**src/rtl/supv_pkg.sv**
```systemverilog
package supv_pkg;
  typedef enum logic {ST_HOLD = 1'b0, ST_RUN = 1'b1} supvState_e;

  typedef struct packed {
    logic dlyInc;
    logic wdInc;
    logic wdClr;
    logic enterHold;
  } supvStrobe_t;

  localparam logic [1:0] WD_CODE_LONG  = 2'b00;
  localparam logic [1:0] WD_CODE_MID   = 2'b01;
  localparam logic [1:0] WD_CODE_SHORT = 2'b10;
  localparam logic [1:0] WD_CODE_OFF   = 2'b11;
endpackage

```
**src/rtl/supv_sync2.sv**
```systemverilog
module supv_sync2 #(
  parameter int WIDTH = 2,
  parameter logic [WIDTH-1:0] RESET_VAL = '1
) (
  input  logic             clk,
  input  logic             porN,
  input  logic [WIDTH-1:0] din,
  output logic [WIDTH-1:0] dout
);
  logic [WIDTH-1:0] stage1;

  always_ff @(posedge clk or negedge porN) begin
    if (!porN) begin
      stage1 <= RESET_VAL;
      dout   <= RESET_VAL;
    end else begin
      stage1 <= din;
      dout   <= stage1;
    end
  end
endmodule

```
**src/rtl/supv_datapath.sv**
```systemverilog
module supv_datapath
  import supv_pkg::*;
#(
  parameter int CYC_PER_MS  = 32,
  parameter int RST_MS      = 200,
  parameter int WD_LONG_MS  = 1400,
  parameter int WD_MID_MS   = 600,
  parameter int WD_SHORT_MS = 200
) (
  input  logic        clk,
  input  logic        porN,
  input  logic        supplyOk,
  input  logic        sclIn,
  input  logic        sdaIn,
  input  logic        wdWrEn,
  input  logic [1:0]  wdWrData,
  input  logic        wrProtect,
  input  logic        nvWrReq,
  input  logic        nvWrDone,
  input  supvStrobe_t strobe,
  input  logic        holdActive,
  output logic        dlyDone,
  output logic        wdExpire,
  output logic        wdEnabled,
  output logic        startSeen,
  output logic [1:0]  wdSel,
  output logic        busAbort,
  output logic        nvWrBusy
);
  localparam int RST_CYC   = RST_MS * CYC_PER_MS;
  localparam int LONG_CYC  = WD_LONG_MS * CYC_PER_MS;
  localparam int MID_CYC   = WD_MID_MS * CYC_PER_MS;
  localparam int SHORT_CYC = WD_SHORT_MS * CYC_PER_MS;
  localparam int MAX_A     = (LONG_CYC > MID_CYC) ? LONG_CYC : MID_CYC;
  localparam int MAX_B     = (MAX_A > SHORT_CYC) ? MAX_A : SHORT_CYC;
  localparam int MAX_CYC   = (MAX_B > RST_CYC) ? MAX_B : RST_CYC;
  localparam int CNT_W     = $clog2(MAX_CYC + 1);

  localparam logic [CNT_W-1:0] RST_LAST   = CNT_W'(RST_CYC - 1);
  localparam logic [CNT_W-1:0] LONG_LAST  = CNT_W'(LONG_CYC - 1);
  localparam logic [CNT_W-1:0] MID_LAST   = CNT_W'(MID_CYC - 1);
  localparam logic [CNT_W-1:0] SHORT_LAST = CNT_W'(SHORT_CYC - 1);

  // Bus line synchronisation and start detection
  logic [1:0] busSync;
  logic       sclPrev;
  logic       sdaPrev;
  logic       sclNow;
  logic       sdaNow;

  supv_sync2 #(.WIDTH(2), .RESET_VAL(2'b11)) busSync_i (
    .clk  (clk),
    .porN (porN),
    .din  ({sclIn, sdaIn}),
    .dout (busSync)
  );

  assign sclNow = busSync[1];
  assign sdaNow = busSync[0];

  always_ff @(posedge clk or negedge porN) begin
    if (!porN) begin
      sclPrev <= 1'b1;
      sdaPrev <= 1'b1;
    end else begin
      sclPrev <= sclNow;
      sdaPrev <= sdaNow;
    end
  end

  assign startSeen = sclNow && sclPrev && sdaPrev && !sdaNow;

  // Watchdog period field
  always_ff @(posedge clk or negedge porN) begin
    if (!porN) begin
      wdSel <= WD_CODE_LONG;
    end else if (wdWrEn && !wrProtect) begin
      wdSel <= wdWrData;
    end
  end

  logic [CNT_W-1:0] wdLast;

  always_comb begin
    unique case (wdSel)
      WD_CODE_LONG:  wdLast = LONG_LAST;
      WD_CODE_MID:   wdLast = MID_LAST;
      WD_CODE_SHORT: wdLast = SHORT_LAST;
      default:       wdLast = LONG_LAST;
    endcase
  end

  assign wdEnabled = (wdSel != WD_CODE_OFF);

  // Settling-delay counter
  logic [CNT_W-1:0] dlyCnt;

  always_ff @(posedge clk or negedge porN) begin
    if (!porN) begin
      dlyCnt <= '0;
    end else if (strobe.dlyInc) begin
      dlyCnt <= dlyCnt + 1'b1;
    end else begin
      dlyCnt <= '0;
    end
  end

  assign dlyDone = supplyOk && (dlyCnt == RST_LAST);

  // Watchdog counter
  logic [CNT_W-1:0] wdCnt;

  always_ff @(posedge clk or negedge porN) begin
    if (!porN) begin
      wdCnt <= '0;
    end else if (strobe.wdClr) begin
      wdCnt <= '0;
    end else if (strobe.wdInc) begin
      wdCnt <= wdCnt + 1'b1;
    end
  end

  assign wdExpire = wdEnabled && !startSeen && (wdCnt >= wdLast);

  // Bus abort pulse and nonvolatile write tracking
  always_ff @(posedge clk or negedge porN) begin
    if (!porN) begin
      busAbort <= 1'b0;
    end else begin
      busAbort <= strobe.enterHold;
    end
  end

  always_ff @(posedge clk or negedge porN) begin
    if (!porN) begin
      nvWrBusy <= 1'b0;
    end else if (nvWrBusy) begin
      if (nvWrDone) nvWrBusy <= 1'b0;
    end else if (nvWrReq && !holdActive) begin
      nvWrBusy <= 1'b1;
    end
  end
endmodule

```
**src/rtl/supv_control.sv**
```systemverilog
module supv_control
  import supv_pkg::*;
(
  input  logic        clk,
  input  logic        porN,
  input  logic        supplyOk,
  input  logic        dlyDone,
  input  logic        wdExpire,
  input  logic        wdEnabled,
  input  logic        startSeen,
  output supvStrobe_t strobe,
  output logic        holdActive
);
  supvState_e state;
  supvState_e stateNext;

  always_ff @(posedge clk or negedge porN) begin
    if (!porN) state <= ST_HOLD;
    else       state <= stateNext;
  end

  assign holdActive = (state == ST_HOLD);

  always_comb begin
    stateNext        = state;
    strobe.dlyInc    = 1'b0;
    strobe.enterHold = 1'b0;
    strobe.wdClr     = holdActive || startSeen || !wdEnabled;
    strobe.wdInc     = !strobe.wdClr;
    unique case (state)
      ST_HOLD: begin
        strobe.dlyInc = supplyOk;
        if (dlyDone) stateNext = ST_RUN;
      end
      ST_RUN: begin
        if (!supplyOk || wdExpire) begin
          stateNext        = ST_HOLD;
          strobe.enterHold = 1'b1;
        end
      end
      default: stateNext = ST_HOLD;
    endcase
  end
endmodule

```
**src/rtl/supv_reset_ctrl.sv**
```systemverilog
module supv_reset_ctrl
  import supv_pkg::*;
#(
  parameter int CYC_PER_MS  = 32,
  parameter int RST_MS      = 200,
  parameter int WD_LONG_MS  = 1400,
  parameter int WD_MID_MS   = 600,
  parameter int WD_SHORT_MS = 200
) (
  input  logic       clk,
  input  logic       porN,
  input  logic       supplyOk,
  input  logic       sclIn,
  input  logic       sdaIn,
  input  logic       wdWrEn,
  input  logic [1:0] wdWrData,
  input  logic       wrProtect,
  input  logic       nvWrReq,
  input  logic       nvWrDone,
  output logic       resetOut,
  output logic       busAbort,
  output logic [1:0] wdPeriodSel,
  output logic       nvWrBusy
);
  supvStrobe_t strobe;
  logic holdActive;
  logic dlyDone;
  logic wdExpire;
  logic wdEnabled;
  logic startSeen;

  supv_control control_i (
    .clk        (clk),
    .porN       (porN),
    .supplyOk   (supplyOk),
    .dlyDone    (dlyDone),
    .wdExpire   (wdExpire),
    .wdEnabled  (wdEnabled),
    .startSeen  (startSeen),
    .strobe     (strobe),
    .holdActive (holdActive)
  );

  supv_datapath #(
    .CYC_PER_MS  (CYC_PER_MS),
    .RST_MS      (RST_MS),
    .WD_LONG_MS  (WD_LONG_MS),
    .WD_MID_MS   (WD_MID_MS),
    .WD_SHORT_MS (WD_SHORT_MS)
  ) datapath_i (
    .clk        (clk),
    .porN       (porN),
    .supplyOk   (supplyOk),
    .sclIn      (sclIn),
    .sdaIn      (sdaIn),
    .wdWrEn     (wdWrEn),
    .wdWrData   (wdWrData),
    .wrProtect  (wrProtect),
    .nvWrReq    (nvWrReq),
    .nvWrDone   (nvWrDone),
    .strobe     (strobe),
    .holdActive (holdActive),
    .dlyDone    (dlyDone),
    .wdExpire   (wdExpire),
    .wdEnabled  (wdEnabled),
    .startSeen  (startSeen),
    .wdSel      (wdPeriodSel),
    .busAbort   (busAbort),
    .nvWrBusy   (nvWrBusy)
  );

  assign resetOut = holdActive;
endmodule

```
**config.mk**
```make
export PLATFORM = sky130hd
export DESIGN_NAME = supv_reset_ctrl
export DESIGN_NICKNAME = d
export VERILOG_FILES = /design/src/rtl/supv_pkg.sv /design/src/rtl/supv_sync2.sv /design/src/rtl/supv_datapath.sv /design/src/rtl/supv_control.sv /design/src/rtl/supv_reset_ctrl.sv
export SDC_FILE = /design/constraint.sdc
export NUM_CORES = 1
export LEC_CHECK = 0
export ABC_AREA = 1
export ABC_CLOCK_PERIOD_IN_PS = 2700
export BUFFER_PORTS_ARGS = -buffer_cell sky130_fd_sc_hd__buf_4
export CORE_MARGIN = 8
export CORE_UTILIZATION = 35
export CTS_CLUSTER_DIAMETER = 50
export DETAILED_ROUTE_END_ITERATION = 8
export PLACE_DENSITY = 0.63
export SLEW_MARGIN = 10
export SYNTH_ARGS = -nofsm -noshare
export SYNTH_HDL_FRONTEND = slang
export SYNTH_SLANG_ARGS = --single-unit
```
**constraint.sdc**
```tcl
create_clock -name clk -period 2.7 [get_ports clk]
set_input_delay 0.135 -clock clk [delete_from_list [all_inputs] [get_ports clk]]
set_output_delay 0.135 -clock clk [all_outputs]
set_load 0.02 [all_outputs]
```
==> Word level (Yosys, flattened, before mapping) <==
Index checks and enable logic that the tools add are counted.
{ "totals": {"wordCells": 46, "latchBits": 0, "romBits": 0, "input_bits": 11, "ff_bits": 43, "n_memories": 0, "ram_bits": 0, "output_inout_bits": 5} }
{ "op_classes": {"mul": 0, "bitwise_logic": 1, "div": 0, "eq_ne": 4, "reduce_logical": 16, "add_sub_neg": 2, "muxes": 12, "n_lt_le_gt_ge": 1, "shifts": 0} }
{ "ops": {"columns": ["op", "count"], "rows": [
  ["16-bit by 1-bit adder with 16-bit output (second input constant)", 2],
  ["16-bit 2-to-1 mux", 2],
  ["16-bit one-hot mux with 2 select lines", 1],
  ["16-bit by 13-bit equality test with 1-bit output (second input constant)", 1],
  ["16-bit >= comparator", 1],
  ["1-bit logical AND", 8],
  ["1-bit 2-to-1 mux", 8],
  ["1-bit logical NOT", 5],
  ["1-bit logical OR", 3],
  ["2-bit by 1-bit equality test with 1-bit output (second input constant)", 1],
  ["2-bit equality test (second input constant)", 1],
  ["2-bit inequality test (second input constant)", 1],
  ["1-bit one-hot mux with 2 select lines", 1],
  ["1-bit inverter", 1]
]} }

==> Longest topological paths before layout <==
{ "logic_depth": {"ltp_word": 9, "depth_mapped": 13, "ltp_nobuf": 13} }

==> By module <==
Synthesis repeated with hierarchy kept, for this count alone.
{ "hier_totals": {"hier_cells": 311, "area_unflattened_um2": 2347.3} }
{ "by_module_without_submodules": {"columns": ["module", "cells_per_inst", "area_per_inst_um2", "n_inst", "seq_area_each_um2"], "rows": [
  ["supv_datapath", 295, 2170.8, 1, 953.4],
  ["supv_sync2", 4, 105.1, 1, 105.1],
  ["supv_control", 12, 71.3, 1, 25.0]
]} }

==> Least setup slack after synthesis <==
OpenSTA, ideal clock, no wires.
{ "synth_path": {"path_kind": "register to register", "from": "register datapath_i.wdSel[0]", "to": "register control_i.state", "period_less_slack_ns": 1.811, "arrival_time_ns": 1.694, "path_buffers": 0, "path_stages_with_launch": 14, "required_time_ns": 2.583, "setup_time_ns": 0.117, "path_slack_ns": 0.889, "path_cell_list": "dfrtp_1 -> inv_1 -> ha_1 -> inv_1 -> ha_1 -> nand2_1 -> inv_1 -> nand2_1 -> nor2_1 -> nand2_1 -> nand3_1 -> nand2_1 -> nand3_1 -> nand2_1"} }
{ "synth_via": {"elab_chain_cells": 7, "elab_cells_between_ends": 10, "classes_between": "1 x order compare; 3 x eq/ne; 3 x mux; 3 x reduce/logical"} }
{ "synth_rtl": {"columns": ["item", "line", "rtl"], "rows": [
  ["start: declaration", "supv_datapath.sv:26", "output logic [1:0] wdSel,"],
  ["start signal: assignment", "supv_datapath.sv:78", "wdSel <= wdWrData;"],
  ["2-bit equality test or 2-bit by 1-bit equality test with 1-bit output (tied branches)", "supv_datapath.sv:85", "unique case (wdSel)"],
  ["16-bit one-hot mux with 2 select lines", "supv_datapath.sv:85", null],
  ["16-bit >= comparator", "supv_datapath.sv:123", "assign wdExpire = wdEnabled && !startSeen && (wdCnt >= wdLast);"],
  ["1-bit logical AND *", "supv_datapath.sv:123", null],
  ["1-bit logical OR *", "supv_control.sv:36", "if (!supplyOk || wdExpire) begin"],
  ["1-bit 2-to-1 mux *", "supv_control.sv:36", null],
  ["1-bit one-hot mux with 2 select lines *", "supv_control.sv:30", "unique case (state)"],
  ["net control_i.stateNext", "supv_control.sv:15", "supvState_e stateNext;"],
  ["end signal: assignment", "supv_control.sv:19", "else state <= stateNext;"],
  ["end: declaration", "supv_control.sv:14", "supvState_e state;"]
]} }
Mark *: on every way through the listed nets, which the timed path passes. The rest lies on a longest branch.
A chain may end at the register's enable or synchronous reset.

==> Worst setup path in the final report <==
Same ends and word-level chain as after synthesis.

==> metrics.txt <==
area fraction in compound gates after synthesis 0.0732; buffers from clock root to sink, at most 2; number of register bits inferred by synthesis 43; Startpoint Class flop; CP Class flop to flop; Fmax 548 MHz; run status finished, final reports clean; max capacitance violation total 0; buffers inserted by post-CTS timing repair 0; skew final 8.50 ps; Port-buffer cells 15; most common cell after layout, fill and taps aside sky130_fd_sc_hd__nand2_1; largest fanout of any net on the critical path 4; per-cell routed wire length 11.0 µm; initial core utilization 0.357; simple logic cell fraction of the synthesized area 0.270; final count of negative-setup-slack endpoints 0; R2R Path Start datapath_i.wdSel[0]$_DFFE_PN0P_; cell area after placement 2450 µm²; area of the mapped netlist 2240 µm²; sum of net half-perimeters after detailed placement 3.05 mm; global routing usage summed across all routing layers 0.0981; CTS hold repair buffers 3; ANT cells 0; number of antenna violations at the first check in global routing 0; first-pass GRT wire length 7.25 mm; kind of path behind the tightest hold check input pin to flop; Die ar. 9210 µm²; Die X-Extent 96.0 µm; Total Wirelength 4.14 mm; largest net degree at the start of global routing 44; synth warn 0; synthesized area divided by synthesized cell count 8.20 µm²; Unique masters post-synth 23; post-route standard cell area excluding fillers 2590 µm²; number of iterations in the first detailed-routing pass 4; cell taking the most area after synthesis sky130_fd_sc_hd__dfrtp_1; multiplexer fraction of the synthesized cell area 0; VDD IR max 0.380 mV; post-cts sizing count 0; Tightest Pin Transition 535 ps; total gr overflow 0; clock sink total 43; filler cell count 618; drt drc 0; clock input transition at the sequential cells of the worst setup and hold paths 80 ps; power per unit of standard cell area 490 nW/µm²; via density per instance 4.66; adder-cell share of the synthesized area 0.0671; count of nets left with antenna violations after detail routing 0; share of the synthesized area in the top cell type 0.414; number of levels the H-tree was split into 2; Critical Path Start datapath_i.wdSel[0]$_DFFE_PN0P_; via total after detailed routing 1751; xor-xnor portion of the synthesized cell area 0.0352; required time of the critical path 2890 ps; footprint of the multi-input gates 997 µm²; height of the die 96.0 µm; leading cell types by total area after synthesis sky130_fd_sc_hd__dfrtp_1 (41%), sky130_fd_sc_hd__nand2_1 (8.2%), sky130_fd_sc_hd__nor2_1 (7.4%); count of pins on the block boundary 16; max_slew headroom 0.644; unrepaired setup endpoints after global routing false; register area share after synthesis 0.484; clock tree from TritonCTS yes; fraction of final layout cells with drive strength greater than 1 0.147; syn nets 296; Fin Setup TNS 0 ps; weighted congestion reported at the end of routability-driven placement 0.815; clock buffers created by TritonCTS 5; number of slew-limit violations in the final report 0; combined flip-flop and latch cell area 1080 µm²; leakage power of the design 1.14 nW; dominant combinational cell family by area after synthesis simple AND/OR/NAND/NOR gates; arrival time at the worst endpoint 2020 ps; post-synthesis cell count 273; worst hold start nvWrDone; final clock period utilization by the worst path 0.676; final critical-path required period 1830 ps; area of the core 6280 µm²; Area Growth Syn to Fin 15.7%; clock latency on the worst-skew pair 300 ps; Final Net Count 321; number of global-route vias before repair 1678; hold violation count in the final report 0; Setup crit end kind flop; Clock Root Buffer sky130_fd_sc_hd__clkbuf_8; most frequent cells in the layout sky130_fd_sc_hd__nand2_1 (49), sky130_fd_sc_hd__nor2_1 (44), sky130_fd_sc_hd__inv_1 (40); number of placement rows 29; violation count after the first detailed-route iteration 57
[stage by stage]
| step | cells | hold WS (ps) | power [mW] | utilization | setup WS (ps) |
|---|---|---|---|---|---|
| 5_1_grt | 376 | 10.9 | 1.33 | 0.413 | 636 |
| 4_1_cts | 376 | 7.95 | 1.29 | 0.413 | 864 |
| 3_3_place_gp | 365 | 158 | 0.775 | 0.390 | 955 |
| 2_1_floorplan | 273 | -161 | 0.734 | - | 889 |
| 6_report | 376 | 19.2 | 1.27 | 0.413 | 874 |
| 3_5_place_dp | 365 | 161 | 0.778 | 0.390 | 873 |
[per-layer routing]
metal | share of wire | wire (µm) | track usage | vias to the layer above
met5 | 0 | 0 | 0 | -
li1 | - | - | - | 915
met2 | 0.46 | 1910 | 0.153 | 25
met3 | 0.036 | 149 | 0.0257 | 5
met1 | 0.49 | 2040 | 0.129 | 806
met4 | 0.0092 | 38 | 0.0320 | 0
[cell type report]
type                            count  area share
Clock buffer                        5      0.0266
Clock inverter                      3      0.0169
Inverter                           42      0.0609
Multi-Input combinational cell    188       0.385
Sequential cell                    43       0.418
Tap cell                           77      0.0372
Timing Repair Buffer               18      0.0551
[state kept, by name (all words and copies together) (netlist names)]
signal                       count
control_i.state                  1
datapath_i.busAbort              1
datapath_i.busSync_i.dout        2
datapath_i.busSync_i.stage1      2
datapath_i.dlyCnt               16
datapath_i.nvWrBusy              1
datapath_i.sclPrev               1
datapath_i.sdaPrev               1
datapath_i.wdCnt                16
datapath_i.wdSel                 2
[cells in the mapped netlist, drive strengths merged]
library cell	number
dfstp	6
a21oi	17
clkinv	1
ha	12
a21o	1
nor3	10
nor4	2
inv	41
nand4	2
nand3	16
xnor2	3
nand2	54
xor2	6
a31oi	1
nor2	51
dfrtp	37
o21ai	13
[worst paths after layout]
path,end,slack (ps),depth (start not counted)
worst max-delay path,control_i.state$_DFF_PN0_,870,13
worst min-delay path,datapath_i.nvWrBusy$_DFF_PN0_,20,2
worst max register to register,control_i.state$_DFF_PN0_,870,13
worst min register to register,datapath_i.busSync_i.dout[0]$_DFF_PN1_,360,0
max in group asynchronous,datapath_i.busSync_i.dout[0]$_DFF_PN1_,1970,2
min in group asynchronous,datapath_i.dlyCnt[6]$_DFF_PN0_,350,2
[power breakdown]
group          internal [mW]  leakage [nW]  switching (mW)  total (mW)
Clock                  0.275        0.0581           0.227       0.502
Sequential             0.659         0.572         0.00889       0.668
Combinational         0.0390         0.514          0.0606      0.0996
[critical path, stage by stage (launching register included)]
cell,delay [ps]
sky130_fd_sc_hd__dfrtp_1,400
sky130_fd_sc_hd__inv_1,90
sky130_fd_sc_hd__ha_1,280
sky130_fd_sc_hd__inv_1,70
sky130_fd_sc_hd__ha_1,310
sky130_fd_sc_hd__nand2_1,70
sky130_fd_sc_hd__inv_1,50
sky130_fd_sc_hd__nand2_1,40
sky130_fd_sc_hd__nor2_1,100
sky130_fd_sc_hd__nand2_1,60
sky130_fd_sc_hd__nand3_1,70
sky130_fd_sc_hd__nand2_1,70
sky130_fd_sc_hd__nand3_1,70
sky130_fd_sc_hd__nand2_1,50
[kinds of logic after synthesis]
family / count (synthesis)
AO/OA/AOI/OAI: 32
buffers and inverters: 42
flip-flops: 43
AND/OR/NAND/NOR: 135
XOR/XNOR: 9
adder cells (fa/ha/maj): 12
Note: power is estimated with default switching activity, not from simulation.
